$ cat config.mk
export PLATFORM = sky130hd
export DESIGN_NAME = sdram_init_seq
export DESIGN_NICKNAME = d
export VERILOG_FILES = /design/src/rtl/sdram_init_pkg.sv /design/src/rtl/sdram_init_timer.sv /design/src/rtl/sdram_init_cmd_enc.sv /design/src/rtl/sdram_init_seq.sv
export SDC_FILE = /design/constraint.sdc
export NUM_CORES = 1
export LEC_CHECK = 0
export BUFFER_PORTS_ARGS = -buffer_cell sky130_fd_sc_hd__buf_4
export CORE_AREA = 2 2 63 65
export CTS_CLUSTER_DIAMETER = 80
export DETAILED_ROUTE_END_ITERATION = 16
export DIE_AREA = 0 0 65 67
export PLACE_DENSITY = 0.62
export SLEW_MARGIN = 20
export SYNTH_ARGS = -nofsm -noshare
export SYNTH_HDL_FRONTEND = slang
export SYNTH_SLANG_ARGS = --single-unit
$ cat constraint.sdc
create_clock -name clk_i -period 4 [get_ports clk_i]
set_clock_uncertainty 0.15 [all_clocks]
set_input_delay 0.6 -clock clk_i [delete_from_list [all_inputs] [get_ports clk_i]]
set_output_delay 0.6 -clock clk_i [all_outputs]
set_load 0.01 [all_outputs]
$ cat src/rtl/sdram_init_pkg.sv
package sdram_init_pkg;

  // values are {cs_n, ras_n, cas_n, we_n}
  typedef enum logic [3:0] {
    CMD_NOP  = 4'b0111,
    CMD_PALL = 4'b0010,
    CMD_REF  = 4'b0001,
    CMD_MRS  = 4'b0000
  } cmd_e;

  typedef enum logic [2:0] {
    ST_HOLD,
    ST_PALL,
    ST_REF,
    ST_MRS,
    ST_DONE
  } state_e;

  function automatic logic [2:0] lat_code(int lat);
    case (lat)
      1:       return 3'b001;
      2:       return 3'b010;
      default: return 3'b011;
    endcase
  endfunction

  function automatic logic [2:0] len_code(int len);
    case (len)
      1:       return 3'b000;
      2:       return 3'b001;
      4:       return 3'b010;
      8:       return 3'b011;
      default: return 3'b111;
    endcase
  endfunction

endpackage

$ cat src/rtl/sdram_init_timer.sv
module sdram_init_timer #(
  parameter int W       = 8,
  parameter int RST_VAL = 0
) (
  input  logic         clk_i,
  input  logic         rst_ni,
  input  logic         en_i,
  input  logic         load_i,
  input  logic [W-1:0] load_val_i,
  output logic         zero_o
);

  logic [W-1:0] cnt_q;

  always_ff @(posedge clk_i or negedge rst_ni) begin
    if (!rst_ni)                     cnt_q <= W'(RST_VAL);
    else if (load_i)                 cnt_q <= load_val_i;
    else if (en_i && cnt_q != '0)    cnt_q <= cnt_q - 1'b1;
  end

  assign zero_o = (cnt_q == '0);

  // an expired counter stays expired until reloaded
  a_r4_no_underflow: assert property (@(posedge clk_i) disable iff (!rst_ni)
    zero_o && !load_i |=> zero_o);

endmodule

$ cat src/rtl/sdram_init_cmd_enc.sv
module sdram_init_cmd_enc
  import sdram_init_pkg::*;
#(
  parameter int ADDR_W = 9
) (
  input  cmd_e              cmd_i,
  input  logic [6:0]        mode_i,
  output logic              cs_n_o,
  output logic              ras_n_o,
  output logic              cas_n_o,
  output logic              we_n_o,
  output logic              bank_o,
  output logic [ADDR_W-1:0] addr_o
);

  always_comb begin
    {cs_n_o, ras_n_o, cas_n_o, we_n_o} = cmd_i;
    bank_o = 1'b0;
    addr_o = '0;
    case (cmd_i)
      CMD_PALL: addr_o[8]   = 1'b1;
      CMD_MRS:  addr_o[6:0] = mode_i;
      default:  ;
    endcase
  end

endmodule

$ cat src/rtl/sdram_init_seq.sv
module sdram_init_seq
  import sdram_init_pkg::*;
#(
  parameter int ADDR_W     = 9,
  parameter int HOLD_CYC   = 50000,
  parameter int PRE_CYC    = 3,
  parameter int REF_CYC    = 8,
  parameter int MRS_CYC    = 2,
  parameter int REF_COUNT  = 8,
  parameter int CAS_LAT    = 2,
  parameter int BURST_TYPE = 0,
  parameter int BURST_LEN  = 4
) (
  input  logic              clk_i,
  input  logic              rst_ni,
  output logic              cke_o,
  output logic              cs_n_o,
  output logic              ras_n_o,
  output logic              cas_n_o,
  output logic              we_n_o,
  output logic              bank_o,
  output logic [ADDR_W-1:0] addr_o,
  output logic [1:0]        dqm_o,
  output logic              ready_o
);

  localparam int MAX_AB = (HOLD_CYC > PRE_CYC) ? HOLD_CYC : PRE_CYC;
  localparam int MAX_CD = (REF_CYC > MRS_CYC) ? REF_CYC : MRS_CYC;
  localparam int MAX_C  = (MAX_AB > MAX_CD) ? MAX_AB : MAX_CD;
  localparam int CNT_W  = $clog2(MAX_C + 1);
  localparam int REF_W  = $clog2(REF_COUNT + 1);
  localparam logic [6:0] MODE_WORD =
    {lat_code(CAS_LAT), BURST_TYPE[0], len_code(BURST_LEN)};

  state_e           state_q, state_d;
  logic             first_q, first_d;
  logic             tmr_ld, tmr_zero;
  logic [CNT_W-1:0] tmr_val;
  logic             ref_ld, ref_en, ref_zero;
  cmd_e             cmd;

  sdram_init_timer #(.W(CNT_W), .RST_VAL(HOLD_CYC - 1)) i_wait_tmr (
    .clk_i, .rst_ni,
    .en_i      (1'b1),
    .load_i    (tmr_ld),
    .load_val_i(tmr_val),
    .zero_o    (tmr_zero)
  );

  sdram_init_timer #(.W(REF_W), .RST_VAL(0)) i_ref_cnt (
    .clk_i, .rst_ni,
    .en_i      (ref_en),
    .load_i    (ref_ld),
    .load_val_i(REF_W'(REF_COUNT - 1)),
    .zero_o    (ref_zero)
  );

  always_comb begin
    state_d = state_q;
    tmr_ld  = 1'b0;
    tmr_val = '0;
    ref_ld  = 1'b0;
    ref_en  = 1'b0;
    if (tmr_zero) begin
      unique case (state_q)
        ST_HOLD: begin
          state_d = ST_PALL;
          tmr_ld  = 1'b1;
          tmr_val = CNT_W'(PRE_CYC - 1);
        end
        ST_PALL: begin
          state_d = ST_REF;
          tmr_ld  = 1'b1;
          tmr_val = CNT_W'(REF_CYC - 1);
          ref_ld  = 1'b1;
        end
        ST_REF: begin
          tmr_ld = 1'b1;
          if (ref_zero) begin
            state_d = ST_MRS;
            tmr_val = CNT_W'(MRS_CYC - 1);
          end else begin
            tmr_val = CNT_W'(REF_CYC - 1);
            ref_en  = 1'b1;
          end
        end
        ST_MRS:  state_d = ST_DONE;
        default: ;
      endcase
    end
  end

  // a command goes out only in the first cycle of its step
  assign first_d = tmr_zero && (state_q inside {ST_HOLD, ST_PALL, ST_REF});

  always_ff @(posedge clk_i or negedge rst_ni) begin
    if (!rst_ni) begin
      state_q <= ST_HOLD;
      first_q <= 1'b0;
    end else begin
      state_q <= state_d;
      first_q <= first_d;
    end
  end

  always_comb begin
    cmd = CMD_NOP;
    if (first_q) begin
      case (state_q)
        ST_PALL: cmd = CMD_PALL;
        ST_REF:  cmd = CMD_REF;
        ST_MRS:  cmd = CMD_MRS;
        default: cmd = CMD_NOP;
      endcase
    end
  end

  sdram_init_cmd_enc #(.ADDR_W(ADDR_W)) i_enc (
    .cmd_i  (cmd),
    .mode_i (MODE_WORD),
    .cs_n_o,
    .ras_n_o,
    .cas_n_o,
    .we_n_o,
    .bank_o,
    .addr_o
  );

  assign cke_o   = 1'b1;
  assign dqm_o   = 2'b11;
  assign ready_o = (state_q == ST_DONE);

  // once up, stays up
  a_r7_ready_sticky: assert property (@(posedge clk_i) disable iff (!rst_ni)
    ready_o |=> ready_o);

  // any command is followed by a no-operation
  a_r8_single_cycle_cmd: assert property (@(posedge clk_i) disable iff (!rst_ni)
    !(ras_n_o && cas_n_o && we_n_o) |=> (ras_n_o && cas_n_o && we_n_o));

  // close-all carries the all-banks address bit
  a_r2_pall_addr: assert property (@(posedge clk_i) disable iff (!rst_ni)
    ({cs_n_o, ras_n_o, cas_n_o, we_n_o} == 4'b0010) |-> addr_o[8] && !bank_o);

  // mode load keeps the reserved bits low
  a_r5_mode_field: assert property (@(posedge clk_i) disable iff (!rst_ni)
    ({cs_n_o, ras_n_o, cas_n_o, we_n_o} == 4'b0000) |-> (addr_o[8:7] == 2'b00) && !bank_o);

  // no command while ready
  a_r7_quiet_when_ready: assert property (@(posedge clk_i) disable iff (!rst_ni)
    ready_o |-> ({cs_n_o, ras_n_o, cas_n_o, we_n_o} == 4'b0111));

endmodule

======== Yosys cells after proc, flatten, opt, wreduce, memory -nomap -nowiden ========
Cells that the tools add are included.
storage, ports and cells
  input bits .............................. 2
  output and inout bits ................... 18
  register bits after elaboration ......... 24
  logic and storage cells ................. 46
operators by class
  muxes and demuxes ....................... 20
  reductions and logical operators ........ 14
  equality and inequality tests ........... 6
  add/sub/neg operators ................... 2
operator list
  operator               number
  $mux 16                2
  $pmux 3 s3             2
  $logic_not 16->1       1
  $reduce_bool 16->1     1
  $sub 16x1->16 const B  1
  $mux 3                 4
  $pmux 3 s4             1
  $eq 3x2->1 const B     3
  $logic_not 4->1        2
  $mux 1                 8
  $mux 4                 2
  $reduce_bool 4->1      2
  $mux 6                 1
  $reduce_bool 2->1      2
  $sub 4x1->4 const B    1
  $eq 3x1->1 const B     1
  $eq 3x3->1 const B     1
  $logic_not 3->1        1
  $reduce_and 3->1       1
  $reduce_bool 3->1      1
  $reduce_or 3->1        1
  $logic_and 1x1->1      2
  $ne 2x1->1 const B     1

======== Longest topological paths before layout ========
Gate-level depths: netlist of the first run.
  depth after elaboration ................. 7
  mapped depth ............................ 7
  gate-level depth less buffers ........... 6

======== By module ========
A second synthesis of the first run with hierarchy kept.
unflattened totals
  cells, all modules ...................... 202
  area total of the unflattened synthesis .. 1,770.4 sq um
by module, submodules not included
  module                         cells an instance  area each (sq um)  sequential area each (sq um)  times used
  sdram_init_timer (i_wait_tmr)  124                1,074.8            411.6                         1
  sdram_init_seq                 35                 302.8              100.1                         1
  sdram_init_timer (i_ref_cnt)   27                 270.3              100.1                         1
  sdram_init_cmd_enc             16                 122.6              0.0                           1

======== Worst setup path before layout of the first run ========
Ideal clock, no wire load.
  path type ............................... reg2reg
  start point ............................. register i_wait_tmr.cnt_q[1]
  end point ............................... register i_wait_tmr.cnt_q[10]
  arrival time ............................ 1.638 ns
  slack ................................... 2.074 ns
  cell stages (with the launch flop) ...... 7
  library setup time ...................... 0.138 ns
  clock period less this slack ............ 1.926 ns
  data required time ...................... 3.712 ns
  buffers on the path ..................... 0
  cell sequence ........................... dfstp_2 inv_1 ha_1 or4b_1 nor3_1 nor4_1 xor2_1
between the ends
  word-level cells in the longest chain between the ends .. 3
  elaborated cells between the ends (all ways) .. 7
  those cells by class .................... add/sub (1); mux (3); reduce/logical (3)
RTL lines
  what                                                      RTL line                                        text
  from (decl)                                               sdram_init_timer.sv:13                          logic [W-1:0] cnt_q;
  from (signal assigned)                                    sdram_init_timer.sv:16                          if (!rst_ni) cnt_q <= W'(RST_VAL);
  from (signal assigned)                                    sdram_init_timer.sv:17                          else if (load_i) cnt_q <= load_val_i;
  from (signal assigned)                                    sdram_init_timer.sv:18                          else if (en_i && cnt_q != '0) cnt_q <= cnt_q - 1'b1;
  $sub 16x1->16 / $logic_not 16->1 (equally long branches)  sdram_init_timer.sv:18, sdram_init_timer.sv:21
  $mux 16 / $mux 1 (equally long branches)                  sdram_init_timer.sv:18, sdram_init_seq.sv:64
  $mux 16 / $reduce_bool 2->1 (equally long branches)       -
Several ways; a longest one is shown, not always the timed one. The select of a mux whose other input is x is not followed.
A chain may end at the register's enable or synchronous reset.

======== Final worst setup path of the first run ========
  start point ............................. register i_wait_tmr.cnt_q[1]
  end point ............................... register i_ref_cnt.cnt_q[2]
between the ends
  word-level cells in the longest chain between the ends .. 4
  elaborated cells between the ends (all ways) .. 6
  those cells by class .................... mux (3); reduce/logical (3)
RTL lines
  what                         RTL line                text
  $logic_not 16->1 *           sdram_init_timer.sv:21  assign zero_o = (cnt_q == '0);
  $mux 1                       sdram_init_seq.sv:64    if (tmr_zero) begin
  $logic_and 1x1->1            sdram_init_timer.sv:18
  $reduce_bool 2->1 (no line)  -
  to (signal assigned)         sdram_init_timer.sv:16
  to (signal assigned)         sdram_init_timer.sv:17
  to (signal assigned)         sdram_init_timer.sv:18
  to (decl)                    sdram_init_timer.sv:13
Mark *: on every way between the ends. The rest lies on a longest branch, timed or not.

==> results.json, run 1 <==
{
  "run_status": "finished clean",
  "pwr-share-seq_pct": 58.5,
  "drtPass1Iterations": 4,
  "netSwitchingPower_uw": 84.0,
  "critical_path_arrival_ns": 2.40,
  "drv.max_cap_violation_count": 0,
  "fp.dieW_um": 65,
  "detailroute.via_count": 1009,
  "crit_type": "flip-flop to flip-flop",
  "drcViolationCount": 0,
  "yosysWarningCount": 0,
  "cts_sinks": 24,
  "detailed_place.area_mm2": 0.00145,
  "number_of_nets_in_the_layout": 152,
  "rsz0062_at_grt": "false",
  "vdd.ir_drop.worst_uv": 210,
  "synth_seq_area_share_pct": 43.5,
  "globalRouteTotalUtil_pct": 13.4,
  "cp_endpoint_kind": "flip-flop",
  "htree_levels": 1,
  "antenna-diode-count": 0,
  "worst_ep_required_time_ns": 3.99,
  "remaining_antenna_violation_count": 0,
  "fmax_ghz": 0.415,
  "cts_made_buffers": 3,
  "power_switching_share_pct": 20.2,
  "syn_to_final_growth_pct": 6.86,
  "die_height_um": 67,
  "setup_violations": 0,
  "clk_path_buf_depth": 2,
  "insertion_delay_of_the_later_clocked_pin_in_the_worst_skew_pair_ns": 0.26,
  "row_count": 22,
  "cts_hold_buf": 0,
  "slew_violations": 0,
  "total_leakage_power_nw": 0.667,
  "routedWlPerCell_um": 13.2,
  "fin_cells": 194,
  "die_area_mm2": 0.00436,
  "place.detailed.hpwl_um": 1890,
  "post_detailed_routing_wire_length_um": 2560,
  "gp_congestion": 0.809,
  "share_clk_of_total_power_pct": 39.2,
  "worst_pin_slew_ns": 0.712,
  "detailed_route_iter0_violations": 26,
  "holdCritPathClass": "input port to asynchronous set/reset pin",
  "grt_pass1_vias": 982,
  "place.port_buffers": 8,
  "antenna_violations_before_repair": 0,
  "core_mm2": 0.00361,
  "synth_cells": 141,
  "power_per_cell_area_mw_per_mm2": 277,
  "grt_pass1_wl_um": 4490,
  "numPlacedInstances": 190,
  "cts_post_setup_buffers_inserted": 0,
  "globalRouteOverflowTotal": 0,
  "ys_types": 43,
  "maximum_number_of_pins_on_one_net_before_global_route_repair": 25,
  "final_hold_viol_count": 0,
  "finalSetupTns_ns": 0,
  "finalInstanceArea_mm2": 0.00150,
  "pin_count": 20,
  "int_pwr_uw": 331,
  "period_needed_ns": 2.41,
  "syn_area_mm2": 0.00141,
  "cts_root_buf": "clkbuf_8",
  "nature_of_the_critical_path_startpoint": "flip-flop",
  "layout.filler_cells": 341,
  "cts_tree": "done",
  "initial_core_util_pct": 39.0,
  "hold_ws_ns": 0.0669,
  "crit_path_max_fanout": 11,
  "syn-mean-instance-area_um2": 9.97,
  "fin_crit_sh_pct": 60.3,
  "path_clk_slew_ns": 0.08,
  "power.combinational.fraction_pct": 2.4,
  "post_route_cells_drive_above_1_share_pct": 19.2,
  "max-slew-margin-rel_pct": 52.1,
  "drt-vias-per-instance": 5.20,
  "postLayoutCoreUtil_pct": 41.6,
  "cts_resized": 0,
  "synth_seq_cells": 24,
  "reg2reg_slack_ns": 1.59
}
==> worst max-delay path: stages, from the launching register on <==
cell and delay [ns]:
dfstp_2 0.40, inv_1 0.12, ha_1 0.17, or4b_1 0.51
nor4_4 0.51, and2_1 0.29, a41oi_1 0.13
==> cell type report <==
| cell class | instances | area, um2 | area share (%) |
|---|---|---|---|
| multi-input combinational | 105 | 696 | 46.3 |
| sequential | 24 | 612 | 40.8 |
| timing repair buffer | 8 | 60.1 | 4.00 |
| tap | 48 | 60.1 | 4.00 |
| clock buffer | 4 | 55.1 | 3.67 |
| inverter | 5 | 18.8 | 1.25 |
==> routing by layer <==
layer / routed length (um) / vias up / GRT usage, %
met5: 0 / - / 0
met4: 48 / 0 / 6.91
met3: 73 / 5 / 1.52
met2: 1250 / 26 / 23.6
met1: 1180 / 483 / 16.1
li1: - / 495 / -
==> path summary, 6_finish.rpt <==
| check | start | end | cells past startpoint |
|---|---|---|---|
| max | i_wait_tmr.cnt_q[1] | i_ref_cnt.cnt_q[2] | 6 |
| min | rst_ni | i_wait_tmr.cnt_q[10] | 1 |
| max reg2reg | i_wait_tmr.cnt_q[1] | i_ref_cnt.cnt_q[2] | 6 |
| min reg2reg | i_wait_tmr.cnt_q[5] | i_wait_tmr.cnt_q[5] | 1 |
| max in group asynchronous | rst_ni | i_wait_tmr.cnt_q[6] | 1 |
| min in group clk_i | i_wait_tmr.cnt_q[5] | i_wait_tmr.cnt_q[5] | 1 |
==> cell usage in the layout (no fill, tap or decap), types with 2 or more instances in the layout <==
master,count
o21ai_0,3
or3_1,2
nor3b_1,3
dfstp_2,9
mux2i_1,2
nor3_1,8
and2_1,2
nand3b_1,2
inv_1,5
clkbuf_8,4
dfrtp_1,15
a31oi_1,2
conb_1,11
nor4_1,5
xor2_1,6
nand3_1,5
ha_1,3
buf_4,8
or4_1,2
or3b_2,2
a21oi_1,3
nor4b_1,2
xnor2_1,8
nor2_1,7
nand2_1,10
==> flip-flops by register name, indices dropped and copies added (netlist names) <==
| name | cells |
|---|---|
| i_wait_tmr.cnt_q | 16 |
| first_q | 1 |
| i_ref_cnt.cnt_q | 4 |
| state_q | 3 |
==> cell families after synthesis <==
| kind of cell | Yosys count | share of synthesized area, % |
|---|---|---|
| adders and majority gates | 3 | 2.67 |
| muxes | 2 | 1.42 |
| xor gates and xnor gates | 14 | 8.73 |
| DFF | 24 | 43.5 |
| buffers and inverters | 21 | 9.35 |
| other | 2 | 0.534 |
| AOI/OAI and AO/OA | 19 | 9.97 |
| and+or+nand+nor | 56 | 23.8 |
==> power by group through the flow <==
stage | clock (mW) | sequential, mW | combinational [mW]
4_1_cts | 0.168 | 0.243 | 0.00994
5_1_grt | 0.178 | 0.243 | 0.0116
3_5_place_dp | 0 | 0.247 | 0.00995
3_3_place_gp | 0 | 0.247 | 0.00978
6_report | 0.163 | 0.243 | 0.00977
2_1_floorplan | 0 | 0.247 | 0.0125
==> synth_stat cells <==
cell	instances	area, um2
mux2i_1	2	20.0
a211oi_1	1	7.51
nand3_1	5	25.0
o21bai_1	1	7.51
xor2_1	6	52.6
o21ai_2	1	8.76
or4b_1	1	10.0
and3_1	1	6.26
o31ai_2	1	12.5
xnor2_1	8	70.1
o21a_1	1	7.51
conb_1	2	7.51
inv_1	5	18.8
or4_1	2	15.0
clkbuf_1	3	11.3
or3b_2	2	17.5
or4_4	1	11.3
and2_1	2	12.5
nor4_1	5	31.3
o31ai_1	1	7.51
a2bb2oi_1	1	8.76
or3_1	2	12.5
nand2_1	10	37.5
a31oi_1	2	12.5
dfrtp_1	15	375
dfstp_2	9	236
nor4_4	1	21.3
buf_6	1	11.3
a21oi_1	3	15.0
nor2b_1	1	6.26
a22oi_2	1	12.5
nor2_1	7	26.3
ha_1	3	37.5
o221ai_1	1	8.76
nand3b_1	2	15.0
o21ai_0	3	15.0
nor3b_1	3	22.5
nand4_1	1	6.26
nor3_1	8	40.0
nor4b_1	2	17.5
buf_4	12	90.1
a21o_1	1	7.51
a41oi_1	1	8.76
==> through the flow <==
step | worst slack (ns) | power [mW]
after floorplan | 2.07 | 0.260
after global placement | 1.72 | 0.257
after detailed placement | 1.64 | 0.257
after CTS | 1.59 | 0.421
after global routing | 1.45 | 0.433
final | 1.59 | 0.415
No activity file was read; power rests on OpenSTA's default activity.
==> inputs of run 2 (changes only) <==
PLACE_DENSITY = 0.64   (was 0.62)
clock period = 2.2 ns   (was 4 ns; I/O delays follow)
==> results.json, run 2 (synthesis results as in run 1) <==
{
  "run_status": "finished clean",
  "clk_path_buf_depth": 2,
  "routedWlPerCell_um": 12.9,
  "antenna-diode-count": 0,
  "globalRouteOverflowTotal": 0,
  "total_power_uw": 726,
  "detailed_place.area_mm2": 0.00153,
  "power_per_cell_area_mw_per_mm2": 452,
  "antenna_violations_before_repair": 0,
  "initial_core_util_pct": 39.0,
  "r2r_cells": 7,
  "row_count": 22,
  "drv.max_cap_violation_count": 0,
  "cts_sinks": 24,
  "detailed_route_iter0_violations": 18,
  "worst_pin_slew_ns": 0.742,
  "cts_post_setup_buffers_inserted": 0,
  "fmax_ghz": 0.480,
  "cts_root_buf": "clkbuf_8",
  "rsz0062_at_grt": "false",
  "fp.dieW_um": 65,
  "place.detailed.hpwl_um": 2000,
  "registers.top_by_ff_count": "i_wait_tmr.cnt_q",
  "drtPass1Iterations": 4,
  "number_of_nets_in_the_layout": 164,
  "pre_cts_slack_ns": 0.0643,
  "drcViolationCount": 0,
  "regToRegEndpoint": "i_ref_cnt.cnt_q[2]",
  "layout.cells.most_common_list": "18 x buf_4, 15 x dfrtp_1, 11 x conb_1",
  "path_clk_slew_ns": 0.08,
  "post_detailed_routing_wire_length_um": 2660,
  "biggestRegsByFlops": "i_wait_tmr.cnt_q x16, i_ref_cnt.cnt_q x4, state_q x3",
  "drt-vias-per-instance": 5.09,
  "detailroute.via_count": 1049,
  "grt_pass1_wl_um": 4680,
  "die_height_um": 67,
  "vdd.ir_drop.worst_uv": 214,
  "pin_count": 20,
  "cts_made_buffers": 3,
  "slew_violations": 0,
  "largest_reg_flops": 16,
  "globalRouteTotalUtil_pct": 13.7,
  "cts_tree": "done",
  "maximum_number_of_pins_on_one_net_before_global_route_repair": 25,
  "place.port_buffers": 8,
  "worst_ep_required_time_ns": 2.19,
  "htree_levels": 1,
  "finalInstanceArea_mm2": 0.00161,
  "mostFrequentLayoutCell": "buf_4",
  "worst_slack_ns": 0.117,
  "crit_type": "flip-flop to flip-flop",
  "finalSetupTns_ns": 0,
  "gp_congestion": 0.874,
  "final_hold_viol_count": 0,
  "cp_endpoint_kind": "flip-flop",
  "nature_of_the_critical_path_startpoint": "flip-flop",
  "total_leakage_power_nw": 0.731,
  "syn_to_final_growth_pct": 14.2,
  "remaining_antenna_violation_count": 0,
  "layout.filler_cells": 341,
  "fin_crit_sh_pct": 94.7,
  "max-slew-margin-rel_pct": 50.1,
  "insertion_delay_of_the_later_clocked_pin_in_the_worst_skew_pair_ns": 0.26,
  "hold_ws_ns": 0.345,
  "grt_pass1_vias": 1040,
  "regToRegStartpoint": "i_wait_tmr.cnt_q[1]",
  "critical_path_arrival_ns": 2.07,
  "core_mm2": 0.00361,
  "post_route_cells_drive_above_1_share_pct": 26.6,
  "reg2reg_slack_ns": 0.12,
  "period_needed_ns": 2.08,
  "die_area_mm2": 0.00436,
  "crit_path_max_fanout": 11,
  "setup_violations": 0,
  "holdCritPathClass": "input port to asynchronous set/reset pin"
}
## run 2: cell types whose count changed in the layout (fill, tap and decap cells not counted), sizes merged
cell and change:
buf +11, dlygate4sd3 +1
## run 2: area by class of cell
type	instances	area, um2	area share, %
inverters	5	18.8	1.17
flip-flops and latches	24	612	38.1
clock buffers	4	45.0	2.81
repair buffers	20	156	9.74
well taps	48	60.1	3.74
multi-input cells	105	713	44.4
## run 2: worst max path at each step
stage | startpoint | endpoint | depth (start not counted)
detailed placement | i_wait_tmr.cnt_q[1] | i_ref_cnt.cnt_q[2] | 7
CTS | i_wait_tmr.cnt_q[1] | i_ref_cnt.cnt_q[2] | 7
global placement | i_wait_tmr.cnt_q[1] | i_ref_cnt.cnt_q[2] | 7
global route | i_wait_tmr.cnt_q[1] | i_ref_cnt.cnt_q[2] | 7
floorplan | i_wait_tmr.cnt_q[1] | i_wait_tmr.cnt_q[10] | 6
finish | i_wait_tmr.cnt_q[1] | i_ref_cnt.cnt_q[2] | 7
## run 2: timing repair
item | in CTS | in global routing
resized for setup | 0 | 5
setup endpoints to repair | 0 | 7
hold buffers | 1 | 0
endpoints found under the hold margin | 15 | 0
## run 2: metrics by stage
stage / cells / util (%)
after CTS: 206 / 43.9
after global placement: 201 / 42.4
after global routing: 206 / 44.5
after detailed placement: 201 / 42.4
after floorplan: 150 / -
final: 206 / 44.5
## run 2: report_power, final
part | internal (mW) | switching [mW]
sequential | 0.442 | 0
combinational | 0.00237 | 0.0171
clock | 0.129 | 0.136
total | 0.573 | 0.153
## run 2: metal layers
layer  track usage [%]  share of wire [%]
met1              17.1                 47
met2              22.9                 49
met3              1.35                2.5
met4              8.24                1.9
met5                 0                  0
## run 2: worst max-delay path, cell delays in order, from the launching register on
cell     delay (ns)
dfstp_2        0.40
inv_1          0.12
ha_1           0.18
or4b_4         0.49
nor4_4         0.17
buf_6          0.19
and2_4         0.16
a41oi_1        0.11
==> inputs of run 3 (changes only) <==
GPL_TIMING_DRIVEN = 0   (was default)
==> results.json, run 3 (synthesis results as in run 1) <==
{
  "final_hold_viol_count": 0,
  "period_needed_ns": 2.10,
  "worst_path_largest_cell_delay_ns": 0.40,
  "largest_reg_flops": 16,
  "htree_levels": 1,
  "drcViolationCount": 0,
  "rsz0062_at_grt": "false",
  "finalSetupTns_ns": 0,
  "path_clk_slew_ns": 0.08,
  "pin_count": 20,
  "int_pwr_uw": 616,
  "fin_crit_sh_pct": 95.4,
  "buffers_plus_inverters_on_the_worst_setup_path": 3,
  "row_count": 22,
  "max-slew-margin-rel_pct": 53.8,
  "share_clk_of_total_power_pct": 38.7,
  "cts_made_buffers": 3,
  "antenna_violations_before_repair": 0,
  "postLayoutCoreUtil_pct": 45.9,
  "gp_congestion": 0.818,
  "syn_to_final_growth_pct": 17.7,
  "power.combinational.fraction_pct": 4.4,
  "drt-vias-per-instance": 5.02,
  "seq_area_um2": 612,
  "power_per_cell_area_mw_per_mm2": 469,
  "post_detailed_routing_wire_length_um": 2600,
  "cts_tree": "done",
  "met1_usage_pct": 15.8,
  "core_mm2": 0.00361,
  "nature_of_the_critical_path_startpoint": "flip-flop",
  "vdd.ir_drop.worst_uv": 276,
  "setup_violations": 0,
  "most_frequent_cp_cell": "buf_4",
  "post_route_cells_drive_above_1_share_pct": 28.0,
  "critical_path.cell_chain": "clkbuf_1, nor2b_1, and3_1, buf_4, buf_4",
  "die_area_mm2": 0.00436,
  "globalRouteOverflowTotal": 0,
  "number_of_nets_in_the_layout": 170,
  "netSwitchingPower_uw": 159,
  "cts_sinks": 24,
  "critical_path_arrival_ns": 1.62,
  "holdCritPathClass": "input port to asynchronous set/reset pin",
  "kind_of_cell_with_the_highest_combined_delay_on_the_critical_path": "buffers and inverters",
  "biggestRegsByFlops": "i_wait_tmr.cnt_q x16, i_ref_cnt.cnt_q x4, state_q x3",
  "maximum_number_of_pins_on_one_net_before_global_route_repair": 25,
  "multi_input_combinational_cell_area_um2": 718,
  "drtPass1Iterations": 4,
  "layout.cells.most_common_list": "21 x buf_4, 15 x dfrtp_1, 11 x conb_1",
  "place.port_buffers": 8,
  "grt_util_met2_pct": 23.3,
  "die_height_um": 67,
  "crit_type": "flip-flop to output port",
  "fmax_ghz": 0.476,
  "clk_path_buf_depth": 2,
  "remaining_antenna_violation_count": 0,
  "slew_violations": 0,
  "pwr-share-seq_pct": 56.9,
  "fp.dieW_um": 65,
  "total_leakage_power_nw": 0.755,
  "initial_core_util_pct": 39.0,
  "layout.filler_cells": 368,
  "antenna-diode-count": 0,
  "cts_root_buf": "clkbuf_8",
  "globalRouteTotalUtil_pct": 13.4,
  "registers.top_by_ff_count": "i_wait_tmr.cnt_q",
  "run_status": "finished clean",
  "hold_ws_ns": 0.344,
  "cp_endpoint_kind": "output port",
  "place.detailed.hpwl_um": 1910,
  "worst_ep_required_time_ns": 1.72,
  "globalRouteMet3Util_pct": 1.52,
  "grt_pass1_wl_um": 4540,
  "detailed_route_iter0_violations": 28,
  "routedWlPerCell_um": 12.3,
  "grt_pass1_vias": 1064,
  "mostFrequentLayoutCell": "buf_4",
  "power_switching_share_pct": 20.5,
  "drv.max_cap_violation_count": 0,
  "detailroute.via_count": 1064,
  "crit_path_max_fanout": 10,
  "worst_pin_slew_ns": 0.687,
  "slowest_stage": "dfrtp_1",
  "global_route.peak_usage_layer": "met2",
  "insertion_delay_of_the_later_clocked_pin_in_the_worst_skew_pair_ns": 0.26
}
run 3: cell count changes in the layout (fill, tap and decap cells not counted), sizes merged:
cell,before,now
buf,19,22
clkbuf,4,7
run 3: through the flow:
step / worst slack [ns] / area [um2] / instances / power [mW]
5_1_grt: 0.00243 / 1650 / 212 / 0.802
6_report: 0.100 / 1650 / 212 / 0.776
3_5_place_dp: 0.00586 / 1560 / 206 / 0.482
2_1_floorplan: 0.274 / 1440 / 150 / 0.472
3_3_place_gp: 0.0459 / 1560 / 206 / 0.482
4_1_cts: 0.0282 / 1630 / 212 / 0.787
run 3: metal layers:
metal / vias to the layer above / wire length (um)
met5: - / 0
met1: 516 / 1160
met2: 17 / 1310
met3: 6 / 61
met4: 0 / 69
li1: 525 / -
run 3: power by group through the flow:
stage | Combinational, mW | Clock [mW] | Sequential [mW]
after floorplan | 0.0226 | 0 | 0.450
after global placement | 0.0324 | 0 | 0.450
after detailed placement | 0.0326 | 0 | 0.450
after CTS | 0.0340 | 0.312 | 0.442
after global routing | 0.0381 | 0.323 | 0.442
final | 0.0341 | 0.300 | 0.442
run 3: path summary, 6_finish.rpt:
check,from,endpoint,slack [ns],depth (start not counted)
max,state_q[2],addr_o[5],0.10,5
max reg2reg,i_wait_tmr.cnt_q[1],state_q[1],0.10,7
min in group clk_i,i_wait_tmr.cnt_q[5],i_wait_tmr.cnt_q[5],0.34,1
min,rst_ni,i_wait_tmr.cnt_q[11],0.34,2
max in group asynchronous,rst_ni,i_wait_tmr.cnt_q[2],1.28,2
min reg2reg,i_wait_tmr.cnt_q[5],i_wait_tmr.cnt_q[5],0.34,1
run 3: cell type report:
class                   instances  share of cell area (%)
plain buffers                  16                    6.81
clock buffers                   4                    3.33
inverters                       5                    1.13
multi-input cells             105                    43.4
flip-flops and latches         24                    37.0
well taps                      48                    3.63
repair buffers                 10                    4.69
run 3: what timing repair did:
item / in CTS / in global routing
endpoints found under the hold margin: 15 / 0
setup endpoints to repair: 1 / 7
cloned: 0 / 0
setup buffers: 1 / 0
hold buffers: 1 / 0
pin swaps: 1 / 0
gates resized for setup: 0 / 4
